==> config.mk <==
export PLATFORM = sky130hd
export DESIGN_NAME = commit_chk_cmp
export DESIGN_NICKNAME = d
export VERILOG_FILES = /design/src/rtl/commit_chk_pkg.sv /design/src/rtl/commit_chk_cmp.sv
export SDC_FILE = /design/constraint.sdc
export NUM_CORES = 1
export LEC_CHECK = 0
export ABC_CLOCK_PERIOD_IN_PS = 2200
export CORE_AREA = 3 3 149 151
export DETAILED_ROUTE_END_ITERATION = 10
export DIE_AREA = 0 0 152 154
export PLACE_DENSITY = 0.54
export RECOVER_POWER = 100
export SKIP_LAST_GASP = 1
export SLEW_MARGIN = 20
export SYNTH_ARGS = -nofsm -noshare
export SYNTH_HDL_FRONTEND = slang
export SYNTH_SLANG_ARGS = --single-unit
==> constraint.sdc <==
create_clock -name vclk -period 2.2
set_clock_uncertainty 0.1 [all_clocks]
set_input_delay 0.44 -clock vclk [all_inputs]
set_output_delay 0.44 -clock vclk [all_outputs]
set_load 0.01 [all_outputs]
==> src/rtl/commit_chk_pkg.sv <==
package commit_chk_pkg;

    localparam int OPC_W = 4;

    typedef enum logic [OPC_W-1:0] {
        OPC_ADD = 4'd0,
        OPC_SUB = 4'd1,
        OPC_AND = 4'd2,
        OPC_OR  = 4'd3,
        OPC_XOR = 4'd4,
        OPC_BRA = 4'd5
    } opc_e;

    localparam int FIX_W   = 5;
    localparam int FIX_PC  = 0;
    localparam int FIX_INS = 1;
    localparam int FIX_OPD = 2;
    localparam int FIX_RES = 3;
    localparam int FIX_NPC = 4;

endpackage

==> src/rtl/commit_chk_cmp.sv <==
module commit_chk_cmp
    import commit_chk_pkg::*;
#(
    parameter int XLEN = 32
) (
    input  logic             enable,
    input  logic             known,
    input  logic [XLEN-1:0]  core_pc,
    input  logic [XLEN-1:0]  own_pc,
    input  logic [XLEN-1:0]  core_instr,
    input  logic [XLEN-1:0]  own_instr,
    input  logic [XLEN-1:0]  core_a,
    input  logic [XLEN-1:0]  own_a,
    input  logic [XLEN-1:0]  core_b,
    input  logic [XLEN-1:0]  own_b,
    input  logic [XLEN-1:0]  core_res,
    input  logic [XLEN-1:0]  own_res,
    input  logic [XLEN-1:0]  core_npc,
    input  logic [XLEN-1:0]  own_npc,
    output logic [FIX_W-1:0] fix
);
    logic [FIX_W-1:0] raw;

    always_comb begin
        raw          = '0;
        raw[FIX_PC]  = core_pc != own_pc;
        raw[FIX_INS] = core_instr != own_instr;
        raw[FIX_OPD] = known && ((core_a != own_a) || (core_b != own_b));
        raw[FIX_RES] = known && (core_res != own_res);
        raw[FIX_NPC] = core_npc != own_npc;
        fix          = enable ? raw : '0;
    end
endmodule

After elaboration in Yosys (flattened, before gate mapping)
Index checks and enable logic that the tools add are counted.
W data, S select, Z words.
{"block": "word_totals", "ff_bits": 0, "in_bits": 386, "out_inout_bits": 5}
{"block": "op_classes", "n_eq_ne": 6, "n_mux": 1, "reduce_logical": 3}
{"cell": "$ne A32 B32 Y1", "count": 6}
{"cell": "$mux W5", "count": 1}
{"cell": "$logic_and A1 B1 Y1", "count": 2}
{"cell": "$logic_or A1 B1 Y1", "count": 1}

Longest topological paths before layout
{"block": "logic_depth", "depth_word": 4, "depth_mapped": 5}

Worst setup path after synthesis
Ideal clock, no wire load.
{"block": "synth_path", "kind": "in2out", "start": "input own_a[14]", "end": "output fix[2]", "t_arrival_ns": 1.307, "required_time_ns": 1.660, "setup_slack_ns": 0.353, "path_stages": 5, "n_path_buf": 0, "path_cell_list": "xor2_1 > nor4_1 > nand4_1 > nor4_1 > nor2_1"}
{"block": "synth_between", "elab_chain_len": 4}
{"item": "from (decl)", "line": "commit_chk_cmp.sv:13", "text": "input logic [XLEN-1:0] own_a,"}
{"item": "$ne A32 B32 Y1", "line": "commit_chk_cmp.sv:28", "text": "raw[FIX_OPD] = known && ((core_a != own_a) || (core_b != own_b));"}
{"item": "$logic_or A1 B1 Y1", "line": "commit_chk_cmp.sv:28"}
{"item": "$logic_and A1 B1 Y1", "line": "commit_chk_cmp.sv:28"}
{"item": "$mux W5", "line": "commit_chk_cmp.sv:31", "text": "fix = enable ? raw : '0;"}
{"item": "to (decl)", "line": "commit_chk_cmp.sv:20", "text": "output logic [FIX_W-1:0] fix"}
Every way passes these cells.

Final worst setup path
{"block": "layout_path", "start": "input core_a[5]", "end": "output fix[2]"}
{"block": "layout_between", "elab_chain_len": 4}
{"item": "from (decl)", "line": "commit_chk_cmp.sv:12", "text": "input logic [XLEN-1:0] core_a,"}
{"item": "$ne A32 B32 Y1", "line": "commit_chk_cmp.sv:28"}
{"item": "$logic_or A1 B1 Y1", "line": "commit_chk_cmp.sv:28"}
{"item": "$logic_and A1 B1 Y1", "line": "commit_chk_cmp.sv:28"}
{"item": "$mux W5", "line": "commit_chk_cmp.sv:31"}
Every way passes these cells.

==> run metrics <==
status=finished with violations; post-DP HPWL=roughly 14000 um; Synth Area per Inst=8.10 sq um; GRT Total Usage=0.116; Post-Syn Nets=645; Max Slew Vio Count=0; CP cell instances=dlygate4sd2_1 -> xor2_1 -> nor4_2 -> nand4_1 -> nor4_4 -> buf_4 -> nor2_1 -> buf_2; Setup Viol. Count Final=1; RSZ-0062 raised after global routing=true; critical path data required time=1660 ps; fin nets=1047; Clock buffer cells=0; initial DRC count=76; dominant cells by area after synthesis=xnor2_1 53%, xor2_1 27%, nand4_1 11%; Port-buffer cells=391; sw frac=0.354; hold_sp=own_instr[8]; max_slew headroom=0.782; Ports=391; Critical Path Fanout Max=1; combinational power share=1.000; postcts setup bufs=0; pin count of the biggest net entering global routing=5; Die ar.=~23000 sq um; leakage power=3.07 nW; worst hold path class=input port to primary output; drt pass-1 iters=4; share of layout cells above drive strength 1=0.173; Post-Route WL=between 10000 and 15000 um; Final Instance Count excl. Fillers=936; DRC Markers=0; die width=around 150 um; Cell Int Power=657 uW; Setup crit end kind=primary output; Critical-path top delay cell=nor4_4; CTS Hold Bufs=0; Yosys cell types=8; Least-Margin Pin Slew=between 300 and 400 ps; Clk pwr share=0; Final Util=0.307; Layout area overhead=206%; register area share after synthesis=0; fillers=around 2300; post-place setup slack=-1420 ps; Yosys Warn Count=0; DR WL/cell=approximately 16 um; CP startpoint=core_a[5]; routability cong.=~0.81; fin worst setup slack=-280 ps; Period Utilization, post-route=1.13; most area-hungry cell type in the Yosys netlist=xnor2_1; DR vias/cell=~3.6; Tmin final=2480 ps; FF+latch count=0; Cells after DPL=just over 900; Fin. Hold Viols=0; Seq. cell area=0 sq um; vias=3386; initial antenna violation count=6; Initial Util=0.100; sequential power share=0; remaining antenna violation count=0; grt ovf=0; Die Height=154 um; Cell Pwr Density=158 nW/um^2; crit path DAT=1940 ps; synthesized area=2100 sq um; CP peak stage delay=310 ps; Rows=53; post-synthesis cell count=259; Peak VDD IR=0.0567 mV; vias in the first global route=3672; P_sw=between 300 and 400 uW; Placeable Area=21000 sq um; Yosys top cell area share=0.534; Max Freq=0.403 GHz; Worst setup SP type=input port; Fin Hold WS=1320 ps; violated checks=setup timing; first-pass GRT wire length=21200 um; maxcap violations=0; Worst Setup Path Type=input port to primary output
## layer usage
metal  wire (um)  GRT usage  up-vias  part of all wire
met5          51          0        -            0.0034
met4          51    0.00471        8            0.0034
met3        1310     0.0341       10             0.088
met2        8100      0.230      226              0.55
met1        5330      0.127     1450              0.36
li1            -          -     1692                 -
## repair_timing
action / 4_1_cts / 5_1_grt
resized for setup: 498 / 121
setup endpoints to repair: 5 / 5
pin swaps: 181 / 78
endpoints found under the hold margin: 0 / 0
## layout by cell type (no fill, tap or decap), types with 2 or more instances in the layout
cell,synthesis,routed
nor4_2,0,11
buf_6,0,4
nand4_1,36,36
clkdlybuf4s15_1,0,56
nor4_1,25,9
dlygate4sd2_1,0,192
nor4_4,0,5
buf_4,0,7
clkbuf_2,0,23
xnor2_1,128,112
xor2_2,0,12
xnor2_2,0,16
a21boi_1,0,2
clkdlybuf4s50_1,0,34
diode_2,0,2
xor2_1,64,51
dlymetal6s2s_1,0,49
buf_2,0,33
## power groups by stage
stage,clock [mW],sequential (mW),combinational [mW]
after floorplan,0,0,0.311
after global placement,0,0,1.16
after detailed placement,0,0,1.16
after CTS,0,0,1.04
after global routing,0.000000122,0,1.10
final,0.000000122,0,1.02
## synthesized netlist by cell type, drive strengths merged
cell type and n:
xor2 64, nor4 25, xnor2 128, a21boi 3, nor2 1, nand2 1
a21oi 1, nand4 36
## cells by family (layout without fill, tap and decap cells)
logic type | Yosys count | in the layout | share of synthesized area
XOR/XNOR | 192 | 192 | 0.801
AND/OR/NAND/NOR | 63 | 63 | 0.185
AO/OA/AOI/OAI | 4 | 4 | 0.0131
other | 0 | 2 | 0
buffers and inverters | 0 | 400 | 0
## path summary, 6_finish.rpt
| check | to | slack (ps) | cells past startpoint |
|---|---|---|---|
| worst max-delay path | fix[2] | -280 | 8 |
| worst min-delay path | fix[1] | 1320 | 6 |
## worst max-delay path: cells and delay by family
kind                      cells  cell delay [ps]
and+or+nand+nor               4              800
xor gates and xnor gates      1              160
buffers and inverters         3              540
## stage by stage
step	area (sq um)	power, mW	TNS [ps]
floorplan	2100	0.311	0
CTS	6330	1.04	-348
detailed placement	6440	1.16	-3860
global placement	6440	1.16	-3870
global route	6430	1.10	-464
finish	6430	1.02	-280
## final cells by class
type                            instances  area [sq um]  share of cell area
Tap cell                              275           344              0.0535
Multi-Input combinational cell        259          2470               0.384
Antenna cell                            2          5.00            0.000779
Timing Repair Buffer                  400          3610               0.561
Note: power is estimated with default switching activity, not from simulation.
